==> src/rtl/pm_sts_pkg.sv <==
package pm_sts_pkg;

    localparam int unsigned REG_W = 8;

    // Field layout of the status register (bit positions are architectural)
    typedef struct packed {
        logic       scratch;    // 7
        logic       rsvd6;      // 6
        logic       mem_sr;     // 5
        logic       rst_btn;    // 4
        logic       therm;      // 3
        logic       slp_short;  // 2
        logic [1:0] rsvd;       // 1:0
    } pm_sts_t;

    // Qualified hardware events feeding the sticky bits
    typedef struct packed {
        logic btn;
        logic therm;
    } pm_evt_t;

    // Sticky bit next state: a set beats any clear
    function automatic logic sticky_next(input logic cur, input logic set,
                                         input logic hw_clr, input logic sw_clr);
        if (set)
            return 1'b1;
        else if (hw_clr || sw_clr)
            return 1'b0;
        else
            return cur;
    endfunction

endpackage

==> src/rtl/pm_sts_event_cond.sv <==
module pm_sts_event_cond
    import pm_sts_pkg::*;
(
    input  logic    clk,
    input  logic    rst,
    input  logic    sys_btn,
    input  logic    main_pwr_ok,
    input  logic    thermtrip,
    input  logic    plat_rst_act,
    input  logic    in_s0s1,
    output pm_evt_t evt
);

    logic therm_q;

    always_ff @(posedge clk) begin
        if (rst)
            therm_q <= 1'b0;
        else
            therm_q <= thermtrip;
    end

    always_comb begin
        // isolation mask: button is meaningless while the main well is off
        evt.btn   = sys_btn & main_pwr_ok;
        evt.therm = thermtrip & ~therm_q & ~plat_rst_act & in_s0s1;
    end

endmodule

==> src/rtl/pm_slp_width_timer.sv <==
module pm_slp_width_timer #(
    parameter int unsigned LIM0 = 2,
    parameter int unsigned LIM1 = 4,
    parameter int unsigned LIM2 = 8,
    parameter int unsigned LIM3 = 16
) (
    input  logic       clk,
    input  logic       rst,
    input  logic       slp_strobe,
    input  logic       tb_tick,
    input  logic [1:0] min_width_code,
    output logic       viol
);

    localparam int unsigned LIM_MAX01 = (LIM0 > LIM1) ? LIM0 : LIM1;
    localparam int unsigned LIM_MAX23 = (LIM2 > LIM3) ? LIM2 : LIM3;
    localparam int unsigned LIM_MAX   = (LIM_MAX01 > LIM_MAX23) ? LIM_MAX01 : LIM_MAX23;
    localparam int unsigned CNT_W     = $clog2(LIM_MAX + 1);

    logic [CNT_W-1:0] cnt_q;
    logic [CNT_W-1:0] lim;
    logic             timing_q;
    logic             strobe_q;
    logic             strobe_rise;
    logic             reached;

    always_comb begin
        unique case (min_width_code)
            2'd0:    lim = CNT_W'(LIM0);
            2'd1:    lim = CNT_W'(LIM1);
            2'd2:    lim = CNT_W'(LIM2);
            default: lim = CNT_W'(LIM3);
        endcase
    end

    assign strobe_rise = slp_strobe & ~strobe_q;
    assign reached     = (cnt_q >= lim);
    assign viol        = timing_q & ~slp_strobe & ~reached & ~rst;

    always_ff @(posedge clk) begin
        if (rst) begin
            timing_q <= 1'b1;          // power-up start at reset release
            cnt_q    <= '0;
            strobe_q <= 1'b0;
        end else begin
            strobe_q <= slp_strobe;
            if (strobe_rise) begin
                timing_q <= 1'b1;
                cnt_q    <= '0;
            end else if (timing_q) begin
                if (!slp_strobe || reached)
                    timing_q <= 1'b0;
                else if (tb_tick)
                    cnt_q <= cnt_q + CNT_W'(1);
            end
        end
    end

endmodule

==> src/rtl/pm_sts_bits.sv <==
module pm_sts_bits
    import pm_sts_pkg::*;
(
    input  logic       clk,
    input  logic       rst,
    input  logic       warm_rst,
    input  logic       wr_hit,
    input  logic [7:0] wdata,
    input  pm_evt_t    evt,
    input  logic       sr_capture,
    input  logic       mem_sr_in,
    input  logic       slp_viol,
    output pm_sts_t    sts
);

    pm_sts_t wr_f;
    logic    unused_wr;

    assign wr_f      = pm_sts_t'(wdata);
    assign unused_wr = ^{wr_f.rsvd6, wr_f.mem_sr, wr_f.rsvd};

    always_ff @(posedge clk) begin
        if (rst) begin
            sts <= '0;
        end else begin
            if (wr_hit)
                sts.scratch <= wr_f.scratch;
            if (sr_capture)
                sts.mem_sr <= mem_sr_in;
            sts.rst_btn   <= sticky_next(sts.rst_btn, evt.btn, warm_rst,
                                         wr_hit & wr_f.rst_btn);
            sts.therm     <= sticky_next(sts.therm, evt.therm, warm_rst,
                                         wr_hit & wr_f.therm);
            sts.slp_short <= sticky_next(sts.slp_short, slp_viol, 1'b0,
                                         wr_hit & wr_f.slp_short);
            sts.rsvd6     <= 1'b0;
            sts.rsvd      <= '0;
        end
    end

endmodule

==> src/rtl/pm_sts_reg.sv <==
module pm_sts_reg
    import pm_sts_pkg::*;
#(
    parameter int unsigned ADDR_W   = 8,
    parameter logic [7:0]  REG_ADDR = 8'hA2,
    parameter int unsigned LIM0     = 2,
    parameter int unsigned LIM1     = 4,
    parameter int unsigned LIM2     = 8,
    parameter int unsigned LIM3     = 16
) (
    input  logic              clk,
    input  logic              rst,
    input  logic              warm_rst,
    input  logic              bus_wr,
    input  logic [ADDR_W-1:0] bus_addr,
    input  logic [7:0]        bus_wdata,
    output logic [7:0]        rd_data,
    input  logic              sys_btn,
    input  logic              main_pwr_ok,
    input  logic              thermtrip,
    input  logic              plat_rst_act,
    input  logic              in_s0s1,
    input  logic              sr_capture,
    input  logic              mem_sr_in,
    input  logic              slp_strobe,
    input  logic              tb_tick,
    input  logic [1:0]        min_width_code
);

    localparam logic [ADDR_W-1:0] ADDR_MATCH = ADDR_W'(REG_ADDR);

    logic    addr_hit;
    logic    wr_hit;
    logic    slp_viol;
    pm_evt_t evt;
    pm_sts_t sts_q;

    assign addr_hit = (bus_addr == ADDR_MATCH);
    assign wr_hit   = bus_wr & addr_hit;
    assign rd_data  = addr_hit ? 8'(sts_q) : 8'h00;

    pm_sts_event_cond u_evt (
        .clk          (clk),
        .rst          (rst),
        .sys_btn      (sys_btn),
        .main_pwr_ok  (main_pwr_ok),
        .thermtrip    (thermtrip),
        .plat_rst_act (plat_rst_act),
        .in_s0s1      (in_s0s1),
        .evt          (evt)
    );

    pm_slp_width_timer #(
        .LIM0 (LIM0),
        .LIM1 (LIM1),
        .LIM2 (LIM2),
        .LIM3 (LIM3)
    ) u_tmr (
        .clk            (clk),
        .rst            (rst),
        .slp_strobe     (slp_strobe),
        .tb_tick        (tb_tick),
        .min_width_code (min_width_code),
        .viol           (slp_viol)
    );

    pm_sts_bits u_bits (
        .clk        (clk),
        .rst        (rst),
        .warm_rst   (warm_rst),
        .wr_hit     (wr_hit),
        .wdata      (bus_wdata),
        .evt        (evt),
        .sr_capture (sr_capture),
        .mem_sr_in  (mem_sr_in),
        .slp_viol   (slp_viol),
        .sts        (sts_q)
    );

endmodule

==> config.mk <==
export PLATFORM = sky130hd
export DESIGN_NAME = pm_sts_reg
export DESIGN_NICKNAME = d
export VERILOG_FILES = /design/src/rtl/pm_sts_pkg.sv /design/src/rtl/pm_sts_event_cond.sv /design/src/rtl/pm_slp_width_timer.sv /design/src/rtl/pm_sts_bits.sv /design/src/rtl/pm_sts_reg.sv
export SDC_FILE = /design/constraint.sdc
export NUM_CORES = 1
export LEC_CHECK = 0
export CORE_UTILIZATION = 41
export DETAILED_ROUTE_END_ITERATION = 10
export GPL_TIMING_DRIVEN = 0
export PLACE_DENSITY = 0.79
export SYNTH_ARGS = -nofsm -noshare
export SYNTH_HDL_FRONTEND = slang
export SYNTH_SLANG_ARGS = --single-unit
==> constraint.sdc <==
create_clock -name clk -period 3.4 [get_ports clk]
set_input_delay 0.51 -clock clk [delete_from_list [all_inputs] [get_ports clk]]
set_output_delay 0.51 -clock clk [all_outputs]
set_load 0.1 [all_outputs]
== Yosys cells after proc, flatten, opt, wreduce, memory -nomap -nowiden ==
Cells that the tools add are included.
W data, S select, Z words.

* Bits in registers: 16
* Word-level logic and storage cells: 55
* Output and inout port bits: 8
* Input port bits: 31

* Mux-type cells: 10
* Eq/ne operators: 3
* Reduce and logical (&&, ||, !) cells: 10
* Order comparisons: 1
* Bitwise gates (word level): 19
* $add $sub $neg: 1

{| class="wikitable"
|+ Operators with widths
! cell !! number
|-
| $pmux W5 S3 || 1
|-
| $and A1 B1 Y1 || 12
|-
| $eq A8 B8 Y1 const B || 1
|-
| $mux W1 || 8
|-
| $mux W8 || 1
|-
| $not A1 Y1 || 7
|-
| $reduce_bool A2 Y1 || 3
|-
| $add A5 B1 Y5 const B || 1
|-
| $ge A5 B5 Y1 || 1
|-
| $logic_or A1 B1 Y1 || 3
|-
| $reduce_and A3 Y1 || 1
|-
| $eq A2 B1 Y1 const B || 1
|-
| $eq A2 B2 Y1 const B || 1
|-
| $logic_not A2 Y1 || 1
|-
| $reduce_or A2 Y1 || 1
|-
| $logic_not A1 Y1 || 1
|}

== Depth between registers and ports, before layout ==
* Word-level depth: 7
* Gate-level depth with buffers: 7
* Mapped depth without buffers: 6

== Hierarchy ==
From an unflattened synthesis, not the netlist that was laid out.

* Cell total of the unflattened synthesis: 100
* Area, all modules: 845.8 um^2

{| class="wikitable"
|+ Modules (own cells, without submodules)
! module !! instances !! cells each !! area each (um^2)
|-
| pm_slp_width_timer || 1 || 51 || 436.7
|-
| pm_sts_bits || 1 || 23 || 197.7
|-
| pm_sts_reg || 1 || 22 || 166.4
|-
| pm_sts_event_cond || 1 || 4 || 45.0
|}

== Least setup slack after synthesis ==
Ideal clock, no wire load.

* Path kind: input to output
* From: input bus_addr[6]
* To: output rd_data[2]
* Required time: 2.890 ns
* Stages on the path: 3
* Path buffers: 0
* Setup slack: 1.022 ns
* Arrival: 1.868 ns
* Cell sequence: or4b_4 nor4_4 and2_2

* Longest elaborated chain between the ends: 2

{| class="wikitable"
|+ Ends and longest elaborated chain
! item !! RTL line !! source
|-
| from (decl) || pm_sts_reg.sv:15 || <nowiki>input logic [ADDR_W-1:0] bus_addr,</nowiki>
|-
| $eq A8 B8 Y1 || pm_sts_reg.sv:38 || <nowiki>assign addr_hit = (bus_addr == ADDR_MATCH);</nowiki>
|-
| $mux W8 || pm_sts_reg.sv:40 || <nowiki>assign rd_data = addr_hit ? 8'(sts_q) : 8'h00;</nowiki>
|-
| to (decl) || pm_sts_reg.sv:17 || <nowiki>output logic [7:0] rd_data,</nowiki>
|}

No other way between the ends.

== Worst setup path in the final report ==
* From: input bus_addr[6]
* To: output rd_data[4]

The elaborated chain is that of the path after synthesis.

==> impl_metrics.env <==
export IMPL_endpoint="rd_data[4]"
export IMPL_synth_xor_area_share_pct=0
export IMPL_r2r_end="u_tmr.cnt_q[1]"
export IMPL_grt_pass1_wl_um=2740
export IMPL_yosys_area_share_simple_pct=29.3
export IMPL_grt_use_total_pct=19.4
export IMPL_layout_common_cells="25 x clkdlybuf4s50_1, 13 x dfxtp_1, 7 x a21oi_1"
export IMPL_postSynthCellCount=88
export IMPL_nets=161
export IMPL_synth_distinct_cells=31
export IMPL_grt_max_degree=11
export IMPL_core_area_um2=1730
export IMPL_start_util_pct=43.8
export IMPL_drv_cap=0
export IMPL_ys_dominant_reg_cell="dfxtp_1"
export IMPL_synth_adder_area_share_pct=8.26
export IMPL_antenna_found_initial=0
export IMPL_worstPathArrival_ps=2490
export IMPL_ant_nets=0
export IMPL_finalPower_uw=337
export IMPL_fmax_mhz=333
export IMPL_die_h_um=45.0
export IMPL_diodes=0
export IMPL_via_per_inst=5.01
export IMPL_io_pins=39
export IMPL_synthArstFlopShare_pct=0
export IMPL_relSlewSlack_pct=56.4
export IMPL_cp_startpoint="bus_addr[6]"
export IMPL_vdd_drop_max_mv=0.214
export IMPL_tightest_slew_ps=647
export IMPL_synth_edf_count=0
export IMPL_globalplace_congestion=0.792
export IMPL_port_buffer_count=30
export IMPL_postCtsSetupBuffers=0
export IMPL_wl_per_cell_um=12.2
export IMPL_crit_fanout=10
export IMPL_clock_root_buffer="clkbuf_4"
export IMPL_placed_cells=145
export IMPL_layout_commonest_cell="clkdlybuf4s50_1"
export IMPL_cts_hold_fix_buffers=0
export IMPL_final_cells=149
export IMPL_critPathSlowestCell="or4b_4"
export IMPL_multi_input_area_um2=452
export IMPL_yosys_warnings=0
export IMPL_muxShareOfSynthArea_pct=1.32
export IMPL_synth_compound_area_share_pct=19.3
export IMPL_drcViolationCount=0
export IMPL_ys_seq_elements=13
export IMPL_setup_viol=0
export IMPL_required_ps=2890
export IMPL_vias=747
export IMPL_r2r_start="u_tmr.cnt_q[1]"
export IMPL_worstSkewPairLatency_ps=290
export IMPL_cts_tree="yes"
export IMPL_cts_buffers=3
export IMPL_cpPeakStageDelay_ps=540
export IMPL_status="completed"
export IMPL_grt_ovfl_total=0
export IMPL_syn2layout_area_growth_pct=45.0
export IMPL_grt_pass1_vias=645
export IMPL_hold_viol=0
export IMPL_fin_skew_ps=3.39
export IMPL_r2r_cells=7
export IMPL_h_tree_depth=1
export IMPL_clock_sinks=13
export IMPL_post_route_period_util_pct=88.3
export IMPL_finalSetupTns_ps=0
export IMPL_drv_slew=0
export IMPL_fp_dieW_um=45.0
export IMPL_synth_top_family_by_area="simple AND/OR/NAND/NOR gates"
export IMPL_cts_buffer_depth=2
export IMPL_drt_initial_drc_count=11
export IMPL_hpwl_um=1360
export IMPL_cp_end_kind="output port"
export IMPL_p_leak_uw=0.000439
export IMPL_min_period_ps=3000
export IMPL_hp_class="reg -> reg"
export IMPL_syn_area_um2=757
export IMPL_ff_latch_area_um2=260
export IMPL_critPathLaunchType="input port"
export IMPL_rsz0062_at_grt="false"
export IMPL_dr_pass1_iters=4
export IMPL_drive_gt1_share_pct=16.9
export IMPL_path_class="in -> out"
export IMPL_fp_dieArea_um2=2020
export IMPL_fill_cells=167
export IMPL_wirelength_um=1820
export IMPL_powerDensity_nw_per_um2=307
export IMPL_clk_pin_slew_worst_paths_ps=80
export IMPL_syn_avg_cell_area_um2=8.60
export IMPL_core_rowCount=15
export IMPL_critical_path_cell_chain="clkdlybuf4s50_1 -> or4b_4 -> nor4_4 -> and2_2 -> clkbuf_2"
export IMPL_r2r_slack_ps=1550
export IMPL_yosysSeqAreaShare_pct=34.4
==> flip-flops by register name (all words and copies together), names as in the netlist <==
| name | count |
|---|---|
| u_tmr.timing_q | 1 |
| u_tmr.strobe_q | 1 |
| u_tmr.cnt_q | 5 |
| u_evt.therm_q | 1 |
| u_bits.sts | 5 |
==> how the worst min path moves through the flow <==
stage / slack [ps] / from / end / depth (start not counted)
2_1_floorplan: 450 / u_bits.sts[5] / u_bits.sts[5] / 2
3_3_place_gp: 470 / u_bits.sts[5] / u_bits.sts[5] / 2
3_5_place_dp: 480 / u_tmr.strobe_q / u_tmr.timing_q / 3
4_1_cts: 490 / u_tmr.cnt_q[4] / u_tmr.cnt_q[4] / 2
5_1_grt: 520 / u_tmr.strobe_q / u_tmr.timing_q / 3
6_report: 500 / u_tmr.cnt_q[4] / u_tmr.cnt_q[4] / 2
==> layout make-up <==
class,count,area share [%]
Sequential cell,13,23.7
Clock buffer,4,2.39
Tap cell,25,2.85
Timing Repair Buffer,30,25.1
Buffer,5,2.74
Multi-Input combinational cell,66,41.2
Inverter,6,2.05
==> per-layer routing <==
metal,up-vias,global-route usage (%),wire [um]
met5,-,0,0
met1,333,22.5,782
met4,0,12.7,49
li1,384,-,-
met2,25,31.6,878
met3,5,4.80,106
==> Yosys cell counts (2+ instances only) <==
cell / number / area, um2
dfxtp_1: 13 / 260
a21oi_1: 7 / 35.0
inv_1: 6 / 22.5
nand2_1: 6 / 22.5
and2_2: 5 / 37.5
ha_1: 5 / 62.6
nor2_1: 5 / 18.8
nand3_1: 4 / 20.0
o21ai_0: 4 / 20.0
buf_4: 3 / 22.5
nand2b_1: 3 / 18.8
o31ai_1: 3 / 22.5
a31oi_1: 2 / 12.5
clkbuf_1: 2 / 7.51
nor2b_1: 2 / 12.5
or3_1: 2 / 12.5
or4_1: 2 / 15.0
==> power by group <==
| group | switching, uW | leakage, uW | internal (uW) |
|---|---|---|---|
| sequential | 2.18 | 0.000106 | 158 |
| combinational | 38.0 | 0.000318 | 38.4 |
| clock | 54.8 | 0.0000150 | 45.7 |
| total | 95.0 | 0.000439 | 242 |
==> stage by stage <==
step	util, %	cell area, um2	hold slack [ps]	setup WS (ps)
after global routing	63.6	1100	515	283
after CTS	65.0	1120	493	17.6
after floorplan	-	764	451	1020
after detailed placement	63.5	1100	478	-292
final	63.6	1100	498	397
after global placement	63.5	1100	470	-285
==> cells by family (layout without fill, tap and decap cells) <==
| family | count (synthesis) | in the layout |
|---|---|---|
| flops | 13 | 13 |
| mux | 1 | 1 |
| compound gates | 22 | 22 |
| other cells | 1 | 3 |
| simple gates | 35 | 35 |
| buf+inv | 11 | 45 |
| fa+ha+maj | 5 | 5 |
==> what timing repair did <==
item | CTS | global route
endpoints found under the setup margin | 5 | 5
resized for setup | 10 | 5
hold endpoints to repair | 0 | 0
pin swaps | 0 | 0
==> worst max-delay path: cells and delay by family <==
kind / cells / cell delay [ps]
simple gates: 3 / 1140
buf+inv: 2 / 840
No activity file was read; power rests on OpenSTA's default activity.
